[src/rtl/tt_pkg.sv]
// Shared constants for the tick timer unit.
// Assumes: three channels, addresses split into a compare flag (bit 2) and a channel index.
package tt_pkg;
    localparam int CNT_W   = 64;              // register width, top bit is the disable flag
    localparam int ADDR_W  = 3;               // register address width
    localparam int SINT_W  = 17;              // soft-interrupt vector width
    localparam int PT_BIT  = 0;               // processor timer soft-interrupt bit
    localparam int ST_BIT  = 16;              // system timer soft-interrupt bit
    localparam int NUM_CH  = 3;               // processor, system, hypervisor

    typedef enum logic [1:0] {
        CH_PROC  = 2'd0,
        CH_SYS   = 2'd1,
        CH_HYP   = 2'd2,
        CH_NONE  = 2'd3
    } tt_chan_e;
endpackage

[src/rtl/tt_channel.sv]
// One compare-match tick channel: a (W-1)-bit free-running counter and a W-bit
// compare register whose top bit disables the match.
// Assumes: the counter write beats a tick in the same cycle; the compare write
// is only seen by later ticks; hit is combinational and registered by the user.
module tt_channel #(
    parameter int W = 64
) (
    input  logic         clk,
    input  logic         rst_n,
    input  logic         tick_en,
    input  logic         cnt_we,
    input  logic         cmp_we,
    input  logic [W-1:0] wr_data,
    output logic [W-1:0] cnt_q,
    output logic [W-1:0] cmp_q,
    output logic         hit
);
    localparam int VW = W - 1;
    localparam logic [W-1:0] CMP_RST = {1'b1, {VW{1'b0}}};

    logic [VW-1:0] cnt_r;
    logic [VW-1:0] cnt_inc;
    logic [W-1:0]  cmp_r;

    // Increment wraps naturally at the all-ones limit.
    assign cnt_inc = cnt_r + VW'(1);

    // Match on a counted tick with the compare enabled.
    assign hit = tick_en & ~cnt_we & ~cmp_r[W-1] & (cnt_inc == cmp_r[VW-1:0]);

    // Counter: a load wins over counting.
    always_ff @(posedge clk) begin
        if (!rst_n)      cnt_r <= '0;
        else if (cnt_we) cnt_r <= wr_data[VW-1:0];
        else if (tick_en) cnt_r <= cnt_inc;
    end

    // Compare register: resets disabled with a zero value.
    always_ff @(posedge clk) begin
        if (!rst_n)      cmp_r <= CMP_RST;
        else if (cmp_we) cmp_r <= wr_data;
    end

    assign cnt_q = {1'b0, cnt_r};
    assign cmp_q = cmp_r;


    cnt_step_chk: assert property (@(posedge clk) disable iff (!rst_n)
        (tick_en && !cnt_we) |=> (cnt_q[VW-1:0] == $past(cnt_q[VW-1:0]) + VW'(1)));


    cnt_hold_chk: assert property (@(posedge clk) disable iff (!rst_n)
        (!tick_en && !cnt_we) |=> $stable(cnt_q));


    cmp_rst_chk: assert property (@(posedge clk) disable iff (!rst_n)
        $rose(rst_n) |-> (cmp_q == CMP_RST && cnt_q == '0));
endmodule

[src/rtl/tt_softint.sv]
// Soft-interrupt register: two bits set by timer matches, all bits cleared by mask.
// Assumes: a set in the same cycle as a clear of that bit wins.
module tt_softint #(
    parameter int SW    = 17,
    parameter int A_BIT = 0,
    parameter int B_BIT = 16
) (
    input  logic          clk,
    input  logic          rst_n,
    input  logic          set_a,
    input  logic          set_b,
    input  logic          clr_en,
    input  logic [SW-1:0] clr_mask,
    output logic [SW-1:0] sint_q
);
    for (genvar b = 0; b < SW; b++) begin : g_bit
        logic set_this;
        if (b == A_BIT) begin : g_a
            assign set_this = set_a;
        end else if (b == B_BIT) begin : g_b
            assign set_this = set_b;
        end else begin : g_none
            assign set_this = 1'b0;
        end

        // One soft-interrupt bit: set beats clear.
        always_ff @(posedge clk) begin
            if (!rst_n)                     sint_q[b] <= 1'b0;
            else if (set_this)              sint_q[b] <= 1'b1;
            else if (clr_en && clr_mask[b]) sint_q[b] <= 1'b0;
        end
    end


    clr_a_chk: assert property (@(posedge clk) disable iff (!rst_n)
        (clr_en && clr_mask[A_BIT] && !set_a) |=> !sint_q[A_BIT]);


    set_wins_chk: assert property (@(posedge clk) disable iff (!rst_n)
        set_b |=> sint_q[B_BIT]);
endmodule

[src/rtl/tick_timer_unit.sv]
// Three-channel compare-match tick timer with a flat register port,
// a soft-interrupt vector and a timer-interrupt pulse.
// Assumes: single clock domain; tick_en is a one-cycle period strobe.
module tick_timer_unit
    import tt_pkg::*;
#(
    parameter int W  = CNT_W,
    parameter int AW = ADDR_W,
    parameter int SW = SINT_W
) (
    input  logic          clk,
    input  logic          rst_n,
    input  logic          tick_en,
    input  logic          wr_en,
    input  logic [AW-1:0] wr_addr,
    input  logic [W-1:0]  wr_data,
    input  logic [AW-1:0] rd_addr,
    output logic [W-1:0]  rd_data,
    input  logic          clr_en,
    input  logic [SW-1:0] clr_mask,
    output logic [SW-1:0] softint,
    output logic          timer_irq
);
    logic [W-1:0]      cnt_q [NUM_CH];
    logic [W-1:0]      cmp_q [NUM_CH];
    logic [NUM_CH-1:0] hits;
    logic              irq_r;
    tt_chan_e          wr_ch;
    tt_chan_e          rd_ch;

    assign wr_ch = tt_chan_e'(wr_addr[1:0]);
    assign rd_ch = tt_chan_e'(rd_addr[1:0]);

    for (genvar c = 0; c < NUM_CH; c++) begin : g_ch
        logic sel;
        assign sel = wr_en && (wr_ch == tt_chan_e'(c));
        tt_channel #(.W(W)) u_ch (
            .clk     (clk),
            .rst_n   (rst_n),
            .tick_en (tick_en),
            .cnt_we  (sel && !wr_addr[2]),
            .cmp_we  (sel && wr_addr[2]),
            .wr_data (wr_data),
            .cnt_q   (cnt_q[c]),
            .cmp_q   (cmp_q[c]),
            .hit     (hits[c])
        );
    end

    tt_softint #(.SW(SW), .A_BIT(PT_BIT), .B_BIT(ST_BIT)) u_sint (
        .clk      (clk),
        .rst_n    (rst_n),
        .set_a    (hits[CH_PROC]),
        .set_b    (hits[CH_SYS]),
        .clr_en   (clr_en),
        .clr_mask (clr_mask),
        .sint_q   (softint)
    );

    // Timer interrupt pulse: one cycle after any matching edge.
    always_ff @(posedge clk) begin
        if (!rst_n) irq_r <= 1'b0;
        else        irq_r <= |hits;
    end
    assign timer_irq = irq_r;

    // Register read mux; the unused channel slot reads zero.
    always_comb begin
        case (rd_ch)
            CH_PROC: rd_data = rd_addr[2] ? cmp_q[0] : cnt_q[0];
            CH_SYS:  rd_data = rd_addr[2] ? cmp_q[1] : cnt_q[1];
            CH_HYP:  rd_data = rd_addr[2] ? cmp_q[2] : cnt_q[2];
            default: rd_data = '0;
        endcase
    end


    all_dis_chk: assert property (@(posedge clk) disable iff (!rst_n)
        (cmp_q[0][W-1] && cmp_q[1][W-1] && cmp_q[2][W-1]) |=> !timer_irq);


    pt_irq_chk: assert property (@(posedge clk) disable iff (!rst_n)
        $rose(softint[PT_BIT]) |-> timer_irq);


    st_irq_chk: assert property (@(posedge clk) disable iff (!rst_n)
        $rose(softint[ST_BIT]) |-> timer_irq);


    hyp_quiet_chk: assert property (@(posedge clk) disable iff (!rst_n)
        (hits == 3'b100 && !clr_en) |=> ($stable(softint) && timer_irq));
endmodule

[config.mk]
export PLATFORM = sky130hd
export DESIGN_NAME = tick_timer_unit
export DESIGN_NICKNAME = d
export VERILOG_FILES = /design/src/rtl/tt_pkg.sv /design/src/rtl/tt_channel.sv /design/src/rtl/tt_softint.sv /design/src/rtl/tick_timer_unit.sv
export SDC_FILE = /design/constraint.sdc
export NUM_CORES = 1
export LEC_CHECK = 0
export CORE_ASPECT_RATIO = 0.5
export CORE_MARGIN = 2
export CORE_UTILIZATION = 45
export DETAILED_ROUTE_END_ITERATION = 7
export DONT_BUFFER_PORTS = 1
export GPL_ROUTABILITY_DRIVEN = 1
export PLACE_DENSITY = 0.61
export SLEW_MARGIN = 20
export SYNTH_ARGS = -nofsm -noshare
export SYNTH_HDL_FRONTEND = slang
export SYNTH_SLANG_ARGS = --single-unit
[constraint.sdc]
create_clock -name clk -period 4.6 [get_ports clk]
set_input_delay 0.46 -clock clk [delete_from_list [all_inputs] [get_ports clk]]
set_output_delay 0.46 -clock clk [all_outputs]
set_load 0.03 [all_outputs]
* Yosys cells after proc, flatten, opt, wreduce, memory -nomap -nowiden
Index checks and enable logic that the tools add are counted.
Operators by class: reductions and logical operators 20, bitwise operators 15, eq/ne operators 7, add/sub/neg operators 3, mux-type cells 14
Operator list (count):
- $mux 63 | 6
- $mux 64 | 3
- $pmux 64 s3 | 1
- $add 63x1->63 const B | 3
- $eq 63x63->1 | 3
- $logic_and 1x1->1 | 11
- $reduce_bool 2->1 | 5
- $and 1x1->1 | 9
- $not 1->1 | 6
- $eq 2x1->1 const B | 2
- $eq 2x2->1 const B | 2
- $logic_not 2->1 | 2
- $mux 1 | 4
- $reduce_or 3->1 | 1
- $logic_not 1->1 | 1
Word-level totals: register bits after elaboration 384

* Depth between registers and ports, before layout
Gate-level depths: netlist of the first run.
depth after elaboration 8, gate-level depth with buffers 12, mapped depth without buffers 11

* By module
From an unflattened synthesis of the first run, not the netlist that was laid out.
Unflattened totals: cell total of the unflattened synthesis 3314, area, all modules 27283.7 um^2
By module, submodules not included:
- tt_channel | area an instance 7798.7 um^2, sequential area each 2542.4 um^2, cells each 971, instances 3
- tick_timer_unit | area an instance 3701.0 um^2, sequential area each 20.0 um^2, cells each 377, instances 1
- tt_softint | area an instance 186.4 um^2, sequential area each 40.0 um^2, cells each 24, instances 1

* Worst setup path before layout of the first run
Ideal clock, no wire load.
path type reg2reg, from register g_ch[2].u_ch.cnt_r[1], to register irq_r (netlist: timer_irq), period minus slack after synthesis 3.313 ns, setup slack 1.287 ns, buffers on the path 0, setup time 0.101 ns, arrival 3.212 ns, cell stages (with the launch flop) 12, cell sequence dfxtp_1 -> ha_1 -> nand3_1 -> nor4_4 -> nand4_1 -> or2_2 -> or3b_2 -> nor2_1 -> xnor2_1 -> nand4_1 -> or4_1 -> o41ai_1
Between the ends: cells in the longest elaborated chain, start to end 4
Ends and longest elaborated chain:
- start: declaration | RTL line tt_channel.sv:21 | logic [VW-1:0] cnt_r;
- start signal: assignment | RTL line tt_channel.sv:34 | else if (cnt_we) cnt_r <= wr_data[VW-1:0];
- start signal: assignment | RTL line tt_channel.sv:35 | else if (tick_en) cnt_r <= cnt_inc;
- $add 63x1->63 | RTL line tt_channel.sv:26 | assign cnt_inc = cnt_r + VW'(1);
- $eq 63x63->1 | RTL line tt_channel.sv:29 | assign hit = tick_en & ~cnt_we & ~cmp_r[W-1] & (cnt_inc == cmp_r[VW-1:0]);
- $and 1x1->1 | RTL line tt_channel.sv:29
- $reduce_or 3->1 | RTL line tick_timer_unit.sv:63 | else irq_r <= |hits;
- end signal: assignment | RTL line tick_timer_unit.sv:63
- end: declaration | RTL line tick_timer_unit.sv:27 | logic irq_r;
No other way between the ends. A chain may end at the register's enable or synchronous reset.

* Final worst setup path of the first run
from register g_ch[2].u_ch.cnt_r[0], to register irq_r (netlist: timer_irq)
The elaborated chain is that of the path after synthesis.

==> metrics.md, run 1 <==
| Metric | Value |
|---|---|
| Busiest layer in global routing | met2 |
| Total overflow reported by the global router | 0 |
| Critical path fanouts, max | 8 |
| Number of remaining DRC errors | 0 |
| Synth async-reset ratio | 0 |
| Post-CTS resize count | 0 |
| Cell with the biggest individual delay on the critical path | nand4b_1 |
| Required @ worst endpoint | 5.06 ns |
| Total area of multi-input combinational cells | between 0.015 and 0.02 mm^2 |
| Violation count after the first detailed-routing iteration | 3142 |
| Largest net degree at the start of global routing | roughly 160 |
| Clock transition at the register clock pins on the worst setup and hold paths after CTS | 0.07 ns |
| CTS Buf Count | 40 |
| Total power divided by cell area | 282 mW/mm^2 |
| Synthesis warning total | 0 |
| Synth cell count leaders | nand2_1 (560), nor2_1 (429), dfxtp_1 (384), a21oi_1 (341), xnor2_1 (265) |
| Max Clock Freq | 230 MHz |
| Met1 usage in global routing | 0.506 |
| Final period utilization | 0.946 |
| Post-Syn Instances | ~3600 |
| Run status | finished clean |
| Unique cell type count in the Yosys netlist | 73 |
| Number of max-cap violations | 0 |
| Final #Nets | ~3500 |
| Die boundary height | between 150 and 200 um |
| Total wire length | 115000 um |
| Timing startpoint of the critical path | g_ch[2].u_ch.cnt_r[0] |
| Type of the worst min-delay path | input pin to register |
| Chip Width | between 300 and 400 um |
| Via count | around 26000 |
| Worst R2R Setup Slack | approximately 0.25 ns |
| CTS H-tree depth | 2 |
| Series of cell instances along the critical path | ha_1, nand3_1, nor4_4, nand4b_1, or2_1, nor4b_4, xnor2_1, a211oi_1, nand4_1, or4_1, o41ai_1 |
| Seq/Total Area, Yosys | 0.294 |
| Clock root buffer master | clkbuf_16 |
| I/O pin cnt | approximately 170 |
| Final WS setup | ~0.25 ns |
| Arrival time at the worst endpoint | roughly 4.8 ns |
| Number of synthesized register bits | around 380 |
| Synth area leaders | dfxtp_1 (29%), xnor2_1 (8.9%), nand2_1 (8.0%) |
| Leakage component of the power | 9.35 nW |
| Largest stage delay on the critical path | around 0.5 ns |
| Post-synthesis instance area | approximately 0.026 mm^2 |
| Setup Fix Bufs, Post-CTS | 0 |
| Average wire per cell in the routed design | ~27 um |
| Final HPWL from detailed placement | approximately 83000 um |
| Max-slew violations | 0 |
| Signed area change from the synthesized netlist to the final layout | 8.08% |
| Vias in the first global route | between 20000 and 25000 |
| Final number of hold-violating endpoints | 0 |
| Antenna violations before repair | 8 |
| Ys flop type | dfxtp_1 |
| Share of cells above drive strength 1 | 0.0561 |
| Placeable core region | between 0.05 and 0.06 mm^2 |
| First-pass GRT wire length | 164000 um |
| Final number of setup-violating endpoints | 0 |
| Average size of a mapped cell | ~7.3 um^2 |
| Startpoint of the lowest-slack hold path | wr_data[38] |
| Actual transition at the worst max-transition pin | 1.18 ns |
| Worst clock skew | about 0.015 ns |
| Via count normalized by instance count | 6.23 |
| Clk_lat worst skew | between 0.5 and 0.6 ns |
| Post-CTS Hold Buffers | 40 |
| Final critical delay including setup and external delays | between 4 and 5 ns |
| Placement Rows | 62 |
| Full die area | 0.0601 mm^2 |
| Combined buffer and inverter count along the critical path | 0 |
| Met3 capacity usage during global routing | 0.114 |
| Max VDD drop | approximately 270 uV |
| Nature of the critical path startpoint | register |
| Maximum clock path buffer count | 3 |
| Effective utilization at floorplan | 0.456 |
| Place WS | roughly 0.44 ns |
| RSZ-0062 raised after global routing | false |
| Final antenna-violating net count | 0 |
| Critical path endpoint category | register |
| Clock sink count | 384 |
| Critical Setup Path Class | register to register |
| Sequential standard cell area | 0.00769 mm^2 |
| Area leader, netlist | dfxtp_1 |
| Hold slack final | 0.00957 ns |
| Area fraction of the dominant cell type after synthesis | 0.294 |
| Launching point of the worst reg2reg path | g_ch[2].u_ch.cnt_r[0] |
| Total GRT Usage | 0.371 |
| Fill cell count | roughly 5800 |
| EDFF count, synth | 0 |
| Most common cell in the netlist | nand2_1 |
| Global Route met2 Usage | 0.538 |
| Setup tns final | 0 ns |
| Detailed Routing Iterations Pass 1 | 6 |
| Number of port buffers | 0 |
| Relative slew margins | 0.214 |
| Kind of cell adding the most delay to the critical path | simple AND/OR/NAND/NOR gates |
| Clock tree from TritonCTS | yes |
| Final weighted congestion in routability-driven placement | between 1 and 1.5 |
==> cell usage in the layout, fill, tap and decap left out, types with 5 or more instances in the layout <==
master | synthesis | layout
and2_1 | 16 | 15
a21oi_1 | 341 | 341
mux2i_1 | 136 | 136
o22ai_1 | 5 | 5
clkbuf_8 | 0 | 14
nor3b_1 | 9 | 9
nor2_1 | 429 | 429
xnor2_1 | 265 | 265
nand3_1 | 116 | 115
and4_1 | 24 | 24
clkinvlp_4 | 0 | 5
xor2_1 | 193 | 193
a311oi_1 | 27 | 27
nand2b_1 | 10 | 9
a31oi_1 | 10 | 10
and3_1 | 40 | 40
a211oi_1 | 235 | 235
o21ai_0 | 45 | 45
nor2b_1 | 11 | 9
diode_2 | 0 | 5
or4_1 | 13 | 13
nor4b_1 | 11 | 10
inv_1 | 22 | 21
nor3_1 | 76 | 75
nand4_1 | 109 | 109
dlygate4sd3_1 | 0 | 40
clkbuf_16 | 0 | 40
nand2_1 | 560 | 558
clkinv_2 | 0 | 5
dfxtp_1 | 384 | 384
nor4_1 | 52 | 52
or2_2 | 12 | 12
conb_1 | 1 | 15
or3_1 | 34 | 32
mux2_2 | 5 | 5
buf_4 | 17 | 76
==> report_power, final <==
part | switching [mW] | internal, mW | total [mW]
combinational | 0.644 | 0.341 | 0.986
clock | 1.55 | 1.83 | 3.38
sequential | 0.172 | 3.42 | 3.59
total | 2.36 | 5.60 | 7.96
==> cell families (layout without fill, tap and decap cells) <==
| group | after synthesis | after routing | share of synthesized area |
|---|---|---|---|
| AO/OA/AOI/OAI | 694 | 694 | 0.164 |
| XOR/XNOR | 459 | 459 | 0.155 |
| adder cells (fa/ha/maj) | 3 | 3 | 0.00144 |
| buffers and inverters | 342 | 211 | 0.0528 |
| flip-flops | 384 | 384 | 0.294 |
| multiplexers | 141 | 141 | 0.0543 |
| other | 1 | 20 | 0.000144 |
| AND/OR/NAND/NOR | 1554 | 1554 | 0.278 |
==> stage by stage <==
stage,power (mW),std cells,util,cell area (um^2)
finish,7.96,4234,0.492,28200
global route,8.21,4229,0.492,28200
CTS,7.96,4229,0.492,28200
detailed placement,4.57,4118,0.462,26500
global placement,4.57,4118,0.462,26500
floorplan,4.36,3592,-,26200
==> layer usage <==
| metal | part of all wire | up-vias | routed length, um |
|---|---|---|---|
| met5 | 0.000079 | - | 9 |
| met2 | 0.42 | 1203 | 47600 |
| met1 | 0.43 | 12800 | 49700 |
| met3 | 0.10 | 221 | 11900 |
| met4 | 0.047 | 2 | 5380 |
| li1 | - | 12200 | - |
==> worst paths after layout <==
kind / depth (start not counted) / to
worst max-delay path: 11 / timer_irq
worst min-delay path: 2 / g_ch[0].u_ch.cmp_q[38]
worst max register to register: 11 / timer_irq
worst min register to register: 2 / g_ch[0].u_ch.cmp_q[37]
==> flip-flops by register name (all words and copies together), names as in the netlist <==
name	flops
timer_irq	1
g_ch.u_ch.cnt_r	189
g_ch.u_ch.cmp_q	192
u_sint.sint_q	2
==> final cells by class <==
cell class,instances,area share
Antenna cell,5,0.000443
Clock buffer,58,0.0428
Clock inverter,13,0.00341
Inverter,22,0.00319
Multi-Input combinational cell,2866,0.608
Sequential cell,384,0.272
Tap cell,768,0.0340
Timing Repair Buffer,118,0.0358
Power figures use the tool's default switching activity.
==> run 2, diff against run 1 <==
--- a/config.mk
+++ b/config.mk
@@ -11,7 +11,7 @@
 export DETAILED_ROUTE_END_ITERATION = 7
 export DONT_BUFFER_PORTS = 1
 export GPL_ROUTABILITY_DRIVEN = 1
-export PLACE_DENSITY = 0.61
+export PLACE_DENSITY = 0.71
 export SLEW_MARGIN = 20
 export SYNTH_ARGS = -nofsm -noshare
 export SYNTH_HDL_FRONTEND = slang
==> constraint.sdc (replaced) <==
create_clock -name clk -period 4.6 [get_ports clk]
set_input_delay 0.46 -clock clk [delete_from_list [all_inputs] [get_ports clk]]
set_output_delay 0.46 -clock clk [all_outputs]
set_load 0.05 [all_outputs]
==> run 2 against run 1 <==
Effect of this change:
- clock power grew 13%
- clock-buffer cell count fell by 8
- highest routed layer is now met4
- global-route usage up 0.64 points
- cell count grew 1.3%
- clock skew up 0.031 ns
- sequential share of layout area fell by 0.56 points
- sequential power barely moved
- critical path depth unchanged
- first-iteration DRC count rose by 12%
- largest power group is now the clock network
- critical path type unchanged
- wire length rose by 1.6%
- combinational power increased by 13%
- fmax shrank 0.15%
==> metrics.md, run 2 (synthesis gave the netlist of run 1 again) <==
| Metric | Value |
|---|---|
| Final number of setup-violating endpoints | 0 |
| Commonest cells after routing, fill and taps aside | nand2_1 (558), nor2_1 (429), dfxtp_1 (384), a21oi_1 (340), xnor2_1 (265) |
| Max-slew violations | 0 |
| Vias in the first global route | roughly 24000 |
| Total overflow reported by the global router | 0 |
| Clock tree from TritonCTS | yes |
| Worst R2R Setup Slack | approximately 0.24 ns |
| Number of remaining DRC errors | 0 |
| Worst Reg-to-Reg Cells | 11 |
| Full die area | roughly 0.060 mm^2 |
| Antenna violations before repair | 4 |
| CTS Buf Count | 40 |
| Total GRT Usage | 0.377 |
| Max Clock Freq | between 200 and 250 MHz |
| Share of cells above drive strength 1 | 0.0722 |
| Via count | roughly 27000 |
| I/O pin cnt | between 150 and 200 |
| First-pass GRT wire length | ~170000 um |
| Final Instance Area | between 0.02 and 0.03 mm^2 |
| Type of the worst min-delay path | input pin to register |
| Final antenna-violating net count | 0 |
| Total wire length | approximately 120000 um |
| Largest net degree at the start of global routing | between 100 and 150 |
| Clock sink count | approximately 380 |
| Clock transition at the register clock pins on the worst setup and hold paths after CTS | 0.07 ns |
| Leakage component of the power | 9.72 nW |
| Startpoint of the lowest-slack hold path | wr_data[42] |
| Number of port buffers | 0 |
| Final period utilization | 0.947 |
| Via count normalized by instance count | approximately 6.3 |
| Run status | finished clean |
| Post-placement cell area | 0.0269 mm^2 |
| Min-Delay Path Depth | 2 |
| Worst clock skew | around 0.046 ns |
| Clk_lat worst skew | about 0.6 ns |
| Commonest non-fill, non-tap cell in the layout | nand2_1 |
| Critical Setup Path Class | register to register |
| Max VDD drop | 254 uV |
| Setup tns final | 0 ns |
| Nature of the critical path startpoint | register |
| Arrival time at the worst endpoint | ~4.8 ns |
| Die boundary height | around 170 um |
| Worst Hold Endpoint | g_ch[1].u_ch.cmp_q[42] |
| Setup Fix Bufs, Post-CTS | 0 |
| RSZ-0062 raised after global routing | false |
| Final HPWL from detailed placement | between 80000 and 90000 um |
| Worst R2R End | timer_irq |
| Placeable core region | ~0.057 mm^2 |
| Actual transition at the worst max-transition pin | 1.17 ns |
| Final critical delay including setup and external delays | 4.36 ns |
| Average wire per cell in the routed design | ~27 um |
| Count of placed standard cells including taps | around 4200 |
| Final number of hold-violating endpoints | 0 |
| Maximum clock path buffer count | 3 |
| Placement Rows | between 60 and 70 |
| Non-filler instance count after layout | roughly 4300 |
| Final #Nets | between 3000 and 4000 |
| Chip Width | 345 um |
| Final weighted congestion in routability-driven placement | around 1 |
| Total power divided by cell area | between 200 and 300 mW/mm^2 |
| Violation count after the first detailed-routing iteration | between 3000 and 4000 |
| Required @ worst endpoint | between 5 and 6 ns |
| CTS H-tree depth | 2 |
| Launching point of the worst reg2reg path | g_ch[2].u_ch.cnt_r[1] |
| Max FFs per register | 192 |
| Number of max-cap violations | 0 |
| Relative slew margins | 0.223 |
| Signed area change from the synthesized netlist to the final layout | 10.3% |
| Critical path fanouts, max | 8 |
| Effective utilization at floorplan | 0.456 |
| Detailed Routing Iterations Pass 1 | 6 |
| Critical path endpoint category | register |
| Clock root buffer master | clkbuf_16 |
run 2: cell count changes in the layout (fill, tap and decap cells not counted), moves of 2 or more:
cell / before / now
buf_4: 76 / 134
clkbuf_1: 4 / 2
bufinv_16: 0 / 9
diode_2: 5 / 3
clkinvlp_4: 5 / 3
clkbuf_8: 14 / 8
run 2: worst max-delay path: stages (launching register included):
cell,delay (ns)
dfxtp_1,0.43
ha_1,0.30
nand3_1,0.25
nor4_4,0.49
nand4b_1,0.49
or2_1,0.49
nor4b_4,0.29
xnor2_1,0.11
a211oi_1,0.29
nand4_1,0.27
or4_1,0.45
o41ai_1,0.35
run 2: worst max path at each step:
stage / start / end / slack, ns / depth (start not counted)
global route: g_ch[2].u_ch.cnt_r[1] / timer_irq / 0.14 / 11
detailed placement: g_ch[2].u_ch.cnt_r[1] / timer_irq / 0.52 / 11
CTS: g_ch[2].u_ch.cnt_r[1] / timer_irq / 0.44 / 11
floorplan: g_ch[2].u_ch.cnt_r[1] / timer_irq / 1.29 / 11
finish: g_ch[2].u_ch.cnt_r[1] / timer_irq / 0.24 / 11
global placement: g_ch[2].u_ch.cnt_r[1] / timer_irq / 0.59 / 11
run 2: stage by stage:
step,power [mW],util,hold WS (ns),setup WS (ns)
4_1_cts,8.53,0.502,0.000475,0.436
2_1_floorplan,4.42,-,0.455,1.29
6_report,8.54,0.503,0.00948,0.242
3_3_place_gp,4.69,0.469,0.468,0.592
5_1_grt,8.77,0.503,0.0000328,0.137
3_5_place_dp,4.70,0.470,0.474,0.522
run 2: power breakdown:
group | leakage, nW | internal [mW] | switching [mW] | total [mW]
clock | 0.729 | 2.25 | 1.59 | 3.83
sequential | 3.12 | 3.42 | 0.176 | 3.60
combinational | 5.88 | 0.382 | 0.726 | 1.11
total | 9.72 | 6.05 | 2.49 | 8.54
run 2: cell type report:
cell class	count	area, um^2
Antenna cell	3	7.51
Clock buffer	50	1120
Clock inverter	22	377
Fill cell	5724	28500
Inverter	22	90.1
Multi-Input combinational cell	2866	17200
Sequential cell	384	7690
Tap cell	768	961
Timing Repair Buffer	174	1420
run 2: per-layer routing:
metal | vias up | share of wire | GRT usage
li1 | 12300 | - | -
met1 | 13000 | 0.45 | 0.555
met2 | 1348 | 0.42 | 0.547
met3 | 219 | 0.094 | 0.0686
met4 | 0 | 0.041 | 0.129
met5 | - | 0 | 0
run 2: what timing repair did:
item | 4_1_cts | 5_1_grt
gates resized for setup | 0 | 0
endpoints found under the hold margin | 80 | 0
hold buffers | 39 | 0
